File: config.mk
export PLATFORM = sky130hd
export DESIGN_NAME = subirq_agg
export DESIGN_NICKNAME = d
export VERILOG_FILES = /design/src/rtl/subirq_pkg.sv /design/src/rtl/subirq_bus_dec.sv /design/src/rtl/subirq_pend.sv /design/src/rtl/subirq_mask.sv /design/src/rtl/subirq_group.sv /design/src/rtl/subirq_agg.sv
export SDC_FILE = /design/constraint.sdc
export NUM_CORES = 1
export LEC_CHECK = 0
export ABC_AREA = 1
export BUFFER_PORTS_ARGS = -buffer_cell sky130_fd_sc_hd__buf_2
export CAP_MARGIN = 15
export CORE_MARGIN = 5
export CORE_UTILIZATION = 51
export CTS_CLUSTER_DIAMETER = 60
export DETAILED_ROUTE_END_ITERATION = 10
export PLACE_DENSITY = 0.83
export SYNTH_ARGS = -nofsm -noshare
export SYNTH_HDL_FRONTEND = slang
export SYNTH_SLANG_ARGS = --single-unit
File: constraint.sdc
create_clock -name clk -period 1.3 [get_ports clk]
set_input_delay 0.26 -clock clk [delete_from_list [all_inputs] [get_ports clk]]
set_output_delay 0.26 -clock clk [all_outputs]
set_load 0.1 [all_outputs]
File: src/rtl/subirq_pkg.sv
`timescale 1ns/1ps
package subirq_pkg;
    localparam int SER_PORTS = 3;
    localparam int SER_BITS  = 3;
    localparam int CNV_BITS  = 2;
    localparam int N_SUB     = SER_PORTS * SER_BITS + CNV_BITS;
    localparam int N_GRP     = SER_PORTS + 1;
    localparam int DATA_W    = 16;
    localparam int ADDR_W    = 2;

    typedef logic [N_SUB-1:0] sub_vec_t;

    typedef enum logic [ADDR_W-1:0] {
        REG_PEND = 2'd0,
        REG_MASK = 2'd1,
        REG_ELIG = 2'd2,
        REG_RSVD = 2'd3
    } reg_sel_e;

    typedef struct packed {
        logic     wr_pend;
        logic     wr_mask;
        sub_vec_t wdata;
    } bus_cmd_t;

    // Member bits of group g: serial groups first, converter group last.
    function automatic sub_vec_t group_bits(input int g);
        sub_vec_t v;
        v = '0;
        if (g < SER_PORTS) begin
            for (int b = 0; b < SER_BITS; b++) v[g*SER_BITS + b] = 1'b1;
        end else begin
            for (int b = 0; b < CNV_BITS; b++) v[SER_PORTS*SER_BITS + b] = 1'b1;
        end
        return v;
    endfunction
endpackage

File: src/rtl/subirq_bus_dec.sv
`timescale 1ns/1ps
module subirq_bus_dec
    import subirq_pkg::*;
(
    input  logic              sel_i,
    input  logic              wr_i,
    input  logic [ADDR_W-1:0] addr_i,
    input  logic [DATA_W-1:0] wdata_i,
    input  sub_vec_t          pend_i,
    input  sub_vec_t          mask_i,
    input  sub_vec_t          elig_i,
    output bus_cmd_t          cmd_o,
    output logic [DATA_W-1:0] rdata_o
);
    localparam int PAD_W = DATA_W - N_SUB;

    reg_sel_e sel_reg;
    sub_vec_t rd_val;
    logic     unused_hi;
    logic     wr_en;

    assign sel_reg   = reg_sel_e'(addr_i);
    assign wr_en     = sel_i & wr_i;
    assign unused_hi = ^wdata_i[DATA_W-1:N_SUB];

    always_comb begin
        cmd_o.wr_pend = wr_en && (sel_reg == REG_PEND);
        cmd_o.wr_mask = wr_en && (sel_reg == REG_MASK);
        cmd_o.wdata   = wdata_i[N_SUB-1:0];
    end

    always_comb begin
        unique case (sel_reg)
            REG_PEND: rd_val = pend_i;
            REG_MASK: rd_val = mask_i;
            REG_ELIG: rd_val = elig_i;
            default:  rd_val = '0;
        endcase
    end

    assign rdata_o = {{PAD_W{1'b0}}, rd_val};
endmodule

File: src/rtl/subirq_pend.sv
`timescale 1ns/1ps
module subirq_pend
    import subirq_pkg::*;
(
    input  logic     clk,
    input  logic     rst,
    input  sub_vec_t req_i,
    input  logic     clr_en_i,
    input  sub_vec_t clr_bits_i,
    output sub_vec_t pend_o
);
    sub_vec_t req_q;
    sub_vec_t rise;
    sub_vec_t clr;
    sub_vec_t pend_q;

    always_ff @(posedge clk) begin
        if (rst) req_q <= '0;
        else     req_q <= req_i;
    end

    assign rise = req_i & ~req_q;
    assign clr  = clr_en_i ? clr_bits_i : '0;

    for (genvar i = 0; i < N_SUB; i++) begin : g_bit
        always_ff @(posedge clk) begin
            if (rst)          pend_q[i] <= 1'b0;
            else if (rise[i]) pend_q[i] <= 1'b1;   // new event wins over clear
            else if (clr[i])  pend_q[i] <= 1'b0;
        end
    end

    assign pend_o = pend_q;

    p_set_on_rise_r2: assert property (@(posedge clk) disable iff (rst)
        (rise != '0) |=> ((pend_q & $past(rise)) == $past(rise)));

    p_no_spont_set_r2: assert property (@(posedge clk) disable iff (rst)
        1'b1 |=> ((pend_q & ~$past(pend_q) & ~$past(rise)) == '0));

    p_clear_r3: assert property (@(posedge clk) disable iff (rst)
        (clr != '0) |=> ((pend_q & $past(clr & ~rise)) == '0));

    p_keep_r3: assert property (@(posedge clk) disable iff (rst)
        (clr == '0) |=> ((pend_q & $past(pend_q)) == $past(pend_q)));
endmodule

File: src/rtl/subirq_mask.sv
`timescale 1ns/1ps
module subirq_mask
    import subirq_pkg::*;
(
    input  logic     clk,
    input  logic     rst,
    input  logic     wr_i,
    input  sub_vec_t wdata_i,
    output sub_vec_t mask_o
);
    sub_vec_t mask_q;

    always_ff @(posedge clk) begin
        if (rst)       mask_q <= '1;
        else if (wr_i) mask_q <= wdata_i;
    end

    assign mask_o = mask_q;

    p_mask_reset_r1: assert property (@(posedge clk) disable iff (rst)
        $past(rst) |-> (mask_q == '1));

    p_mask_hold_r5: assert property (@(posedge clk) disable iff (rst)
        !wr_i |=> $stable(mask_q));
endmodule

File: src/rtl/subirq_group.sv
`timescale 1ns/1ps
module subirq_group
    import subirq_pkg::*;
(
    input  sub_vec_t         pend_i,
    input  sub_vec_t         mask_i,
    output sub_vec_t         elig_o,
    output logic [N_GRP-1:0] parent_o
);
    assign elig_o = pend_i & ~mask_i;

    for (genvar g = 0; g < N_GRP; g++) begin : g_grp
        localparam sub_vec_t MEMBERS = group_bits(g);
        assign parent_o[g] = |(elig_o & MEMBERS);
    end
endmodule

File: src/rtl/subirq_agg.sv
`timescale 1ns/1ps
module subirq_agg
    import subirq_pkg::*;
(
    input  logic                 clk,
    input  logic                 rst,
    input  logic [N_SUB-1:0]     sub_req_i,
    input  logic                 bus_sel_i,
    input  logic                 bus_wr_i,
    input  logic [ADDR_W-1:0]    bus_addr_i,
    input  logic [DATA_W-1:0]    bus_wdata_i,
    output logic [DATA_W-1:0]    bus_rdata_o,
    output logic [N_GRP-1:0]     parent_irq_o,
    output logic [N_SUB-1:0]     elig_o
);
    bus_cmd_t cmd;
    sub_vec_t pend;
    sub_vec_t mask;
    sub_vec_t elig;

    subirq_bus_dec u_dec (
        .sel_i   (bus_sel_i),
        .wr_i    (bus_wr_i),
        .addr_i  (bus_addr_i),
        .wdata_i (bus_wdata_i),
        .pend_i  (pend),
        .mask_i  (mask),
        .elig_i  (elig),
        .cmd_o   (cmd),
        .rdata_o (bus_rdata_o)
    );

    subirq_pend u_pend (
        .clk        (clk),
        .rst        (rst),
        .req_i      (sub_req_i),
        .clr_en_i   (cmd.wr_pend),
        .clr_bits_i (cmd.wdata),
        .pend_o     (pend)
    );

    subirq_mask u_mask (
        .clk     (clk),
        .rst     (rst),
        .wr_i    (cmd.wr_mask),
        .wdata_i (cmd.wdata),
        .mask_o  (mask)
    );

    subirq_group u_grp (
        .pend_i   (pend),
        .mask_i   (mask),
        .elig_o   (elig),
        .parent_o (parent_irq_o)
    );

    assign elig_o = elig;

    p_parent_quiet_r8: assert property (@(posedge clk) disable iff (rst)
        (elig_o == '0) |-> (parent_irq_o == '0));

    p_parent_src_r8: assert property (@(posedge clk) disable iff (rst)
        (parent_irq_o != '0) |-> (elig_o != '0));

    p_reset_quiet_r1: assert property (@(posedge clk) disable iff (rst)
        $past(rst) |-> (parent_irq_o == '0 && elig_o == '0));

    p_reserved_write_r10: assert property (@(posedge clk) disable iff (rst)
        (bus_sel_i && bus_wr_i && bus_addr_i[1]) |=> ($stable(elig_o)));
endmodule

==> metrics.json <==
{
  "synth_top_family_by_area": {"value": "simple AND/OR/NAND/NOR gates"},
  "synthMuxAreaShare": {"value": 0, "unit": "%"},
  "clk_pin_slew": {"value": 0.12, "unit": "ns"},
  "floorplan.die.width": {"value": 66.1, "unit": "um"},
  "synth-simple-area-share": {"value": 35.4, "unit": "%"},
  "crit_path_max_incr_delay": {"value": 0.41, "unit": "ns"},
  "floorplan.io_pins": {"value": 64},
  "syn_to_final_growth": {"value": 80.5, "unit": "%"},
  "startpoint_of_the_lowest_slack_register_to_register_path": {"value": "u_pend.pend_o[10]$_SDFFE_PP0P_"},
  "grt_max_degree": {"value": 22},
  "unrepaired_setup_endpoints_after_global_routing": {"value": "true"},
  "timing.fmax": {"value": 608, "unit": "MHz"},
  "post_drt_wl_per_cell": {"value": 24.1, "unit": "um"},
  "gp_congestion": {"value": 0.902},
  "floorplan.core_area": {"value": 3030, "unit": "um^2"},
  "dieArea": {"value": 4370, "unit": "um^2"},
  "numPortBuffers": {"value": 53},
  "antenna_violating_nets_post_route": {"value": 0},
  "antenna_violations_before_repair": {"value": 0},
  "synth_compound_area_share": {"value": 4.67, "unit": "%"},
  "worst_hold_path_type": {"value": "primary input to flip-flop"},
  "chipHeight": {"value": 66.1, "unit": "um"},
  "finalSetupViolCount": {"value": 26},
  "timing.critical_path.fanout_max": {"value": 4},
  "cp_data_required_time": {"value": 1.04, "unit": "ns"},
  "synth.avg_cell_area": {"value": 6.25, "unit": "um^2"},
  "critical_path.cell_chain": {"value": "nand2_2 -> a22oi_2 -> buf_12"},
  "seqCellArea": {"value": 711, "unit": "um^2"},
  "filler_cell_count": {"value": 71},
  "crit_buf_inv": {"value": 1},
  "worst_r2r_endpoint": {"value": "u_pend.pend_o[10]$_SDFFE_PP0P_"},
  "hold_start": {"value": "sub_req_i[6]"},
  "post_synthesis_sequential_area_ratio": {"value": 41.1, "unit": "%"},
  "timing_max_transition_violations_final": {"value": 0},
  "power_density": {"value": 1040, "unit": "nW/um^2"},
  "drt-vias-per-instance": {"value": 6.07},
  "diodes": {"value": 0},
  "drt_iter0_markers": {"value": 290},
  "grt_overflow": {"value": 0},
  "synth_adder_area_share": {"value": 0, "unit": "%"},
  "timing.critical_path.to_type": {"value": "output port"},
  "mostFrequentLayoutCells": {"value": "57 x sky130_fd_sc_hd__nand2_1, 34 x sky130_fd_sc_hd__inv_1, 33 x sky130_fd_sc_hd__nand3_1"},
  "yosysWarningCount": {"value": 0},
  "clock-skew-final": {"value": 0.0117, "unit": "ns"},
  "tns": {"value": -4.93, "unit": "ns"},
  "final_cycle_utilization_of_the_critical_path": {"value": 127, "unit": "%"},
  "fin_crit": {"value": 1.64, "unit": "ns"},
  "worstHoldPathCells": {"value": 3},
  "reg2reg_depth": {"value": 5},
  "numCtsBuffers": {"value": 5},
  "finish.net_count": {"value": 357},
  "dr_total_vias": {"value": 2241},
  "cts-root-to-sink-buffers": {"value": 2},
  "crit_family": {"value": "flip-flops"},
  "drt_wl_total": {"value": 8890, "unit": "um"},
  "rrSetupSlack": {"value": 0.33, "unit": "ns"},
  "report.final.hold_viol_count": {"value": 0},
  "multi_input_comb_area": {"value": 972, "unit": "um^2"},
  "post_route_drc_violation_count": {"value": 0},
  "clk_latency": {"value": 0.36, "unit": "ns"},
  "dr.pass1.iters": {"value": 5},
  "first_global_vias": {"value": 1963},
  "overall_global_routing_resource_usage": {"value": 33.1, "unit": "%"},
  "ctsHoldBuffers": {"value": 0},
  "htreeDepth": {"value": 2},
  "critPathKind": {"value": "flip-flop to output port"},
  "tritoncts_clock_tree": {"value": "yes"},
  "critPathLaunchType": {"value": "flip-flop"},
  "min_to": {"value": "u_pend.req_q[6]$_SDFF_PP0_"},
  "dpl.hpwl": {"value": 3480, "unit": "um"},
  "synth_seq_cells": {"value": 33},
  "drive_gt1_share": {"value": 48.0, "unit": "%"},
  "synth_xor_area_share": {"value": 0, "unit": "%"},
  "hold_ws": {"value": 0.114, "unit": "ns"},
  "yosysUniqueCellTypes": {"value": 15},
  "layout_commonest_cell": {"value": "sky130_fd_sc_hd__nand2_1"},
  "ir_drop": {"value": 926, "unit": "uV"},
  "max_capacitance_violation_count": {"value": 0},
  "cts_sinks": {"value": 33},
  "cp_data_arrival_time": {"value": 1.38, "unit": "ns"},
  "failed_checks": {"value": "negative setup slack"},
  "clk_root_buffer_cell": {"value": "sky130_fd_sc_hd__clkbuf_4"},
  "grt_first_pass_wirelength": {"value": 10400, "unit": "um"},
  "power.leakage": {"value": 0.00154, "unit": "uW"},
  "initial_core_utilization": {"value": 53.1, "unit": "%"},
  "post-route-worst-setup-slack": {"value": -0.345, "unit": "ns"},
  "cell_count_after_synthesis": {"value": 257},
  "placement_rows": {"value": 20},
  "outcome": {"value": "complete, but fails checks"},
  "timing.critical_path.slowest_stage_cell": {"value": "sky130_fd_sc_hd__dfxtp_4"},
  "post_synth_instance_area": {"value": 1610, "unit": "um^2"}
}
## state kept, by name, indices dropped and copies added, names as in the netlist
name,flops
u_mask.mask_o,11
u_pend.pend_o,11
u_pend.req_q,11
## synth_stat cells, drive strengths merged
cell type  number  area [um^2]
nand2          68          255
a22oi           1         7.51
clkinv          1         3.75
buf            12         72.6
nand3          36          180
o22ai          10         62.6
clkbuf          3         11.3
inv            56          210
conb            1         3.75
dfxtp          33          661
o21ai           1         5.00
nor2           35          134
## worst max-delay path by stage
stage	startpoint	end	depth (start not counted)
floorplan	u_mask.mask_o[10]$_SDFFE_PP1P_	bus_rdata_o[10]	2
global placement	bus_addr_i[0]	bus_rdata_o[2]	5
detailed placement	bus_addr_i[1]	bus_rdata_o[1]	5
CTS	u_mask.mask_o[8]$_SDFFE_PP1P_	bus_rdata_o[8]	4
global route	u_mask.mask_o[10]$_SDFFE_PP1P_	bus_rdata_o[10]	3
finish	u_mask.mask_o[10]$_SDFFE_PP1P_	bus_rdata_o[10]	3
## per-stage QoR
| stage | total power [uW] | std cells | cell area, um^2 | worst slack, ns | util (%) |
|---|---|---|---|---|---|
| after floorplan | 1770 | 261 | 1810 | -0.235 | - |
| after global routing | 3090 | 369 | 2900 | -0.359 | 95.7 |
| after detailed placement | 2080 | 349 | 2490 | -0.0506 | 82.3 |
| final | 3020 | 369 | 2900 | -0.345 | 95.7 |
| after CTS | 2860 | 361 | 2750 | -0.180 | 90.8 |
| after global placement | 2050 | 349 | 2490 | -0.00902 | 82.3 |
## tightest hold or removal path, cell delays in order
cell                     delay [ns]
sky130_fd_sc_hd__buf_2         0.09
sky130_fd_sc_hd__inv_1         0.04
sky130_fd_sc_hd__nor2_1        0.04
## layout make-up
cell class              instances  share of cell area, %
multi-input cells             156                   33.5
repair buffers                 71                   28.8
inverters                      57                   8.50
flip-flops and latches         33                   24.5
well taps                      44                   1.90
clock buffers                   8                   2.76
## cell families after synthesis
family,count (synthesis)
AO/OA/AOI/OAI,12
buffers and inverters,72
flip-flops,33
other,1
AND/OR/NAND/NOR,139
## report_power, final
part | switching [uW] | internal (uW) | leakage [uW]
clock | 388 | 382 | 0.0000437
combinational | 734 | 340 | 0.00122
sequential | 97.1 | 1080 | 0.000274
## what timing repair did
action,CTS,global route
buffers inserted,4,8
resized for setup,72,28
pin swaps,16,8
endpoints found under the setup margin,26,26
endpoints found under the hold margin,0,0
## routing by layer
metal  up-vias  share of wire (%)  global-route usage, %
met5         -                  0                      0
met4         0                8.3                   22.3
met3        88                 12                   8.67
met2       238                 47                   55.4
met1      1018                 32                   36.4
li1        897                  -                      -
No activity file was read; power rests on OpenSTA's default activity.
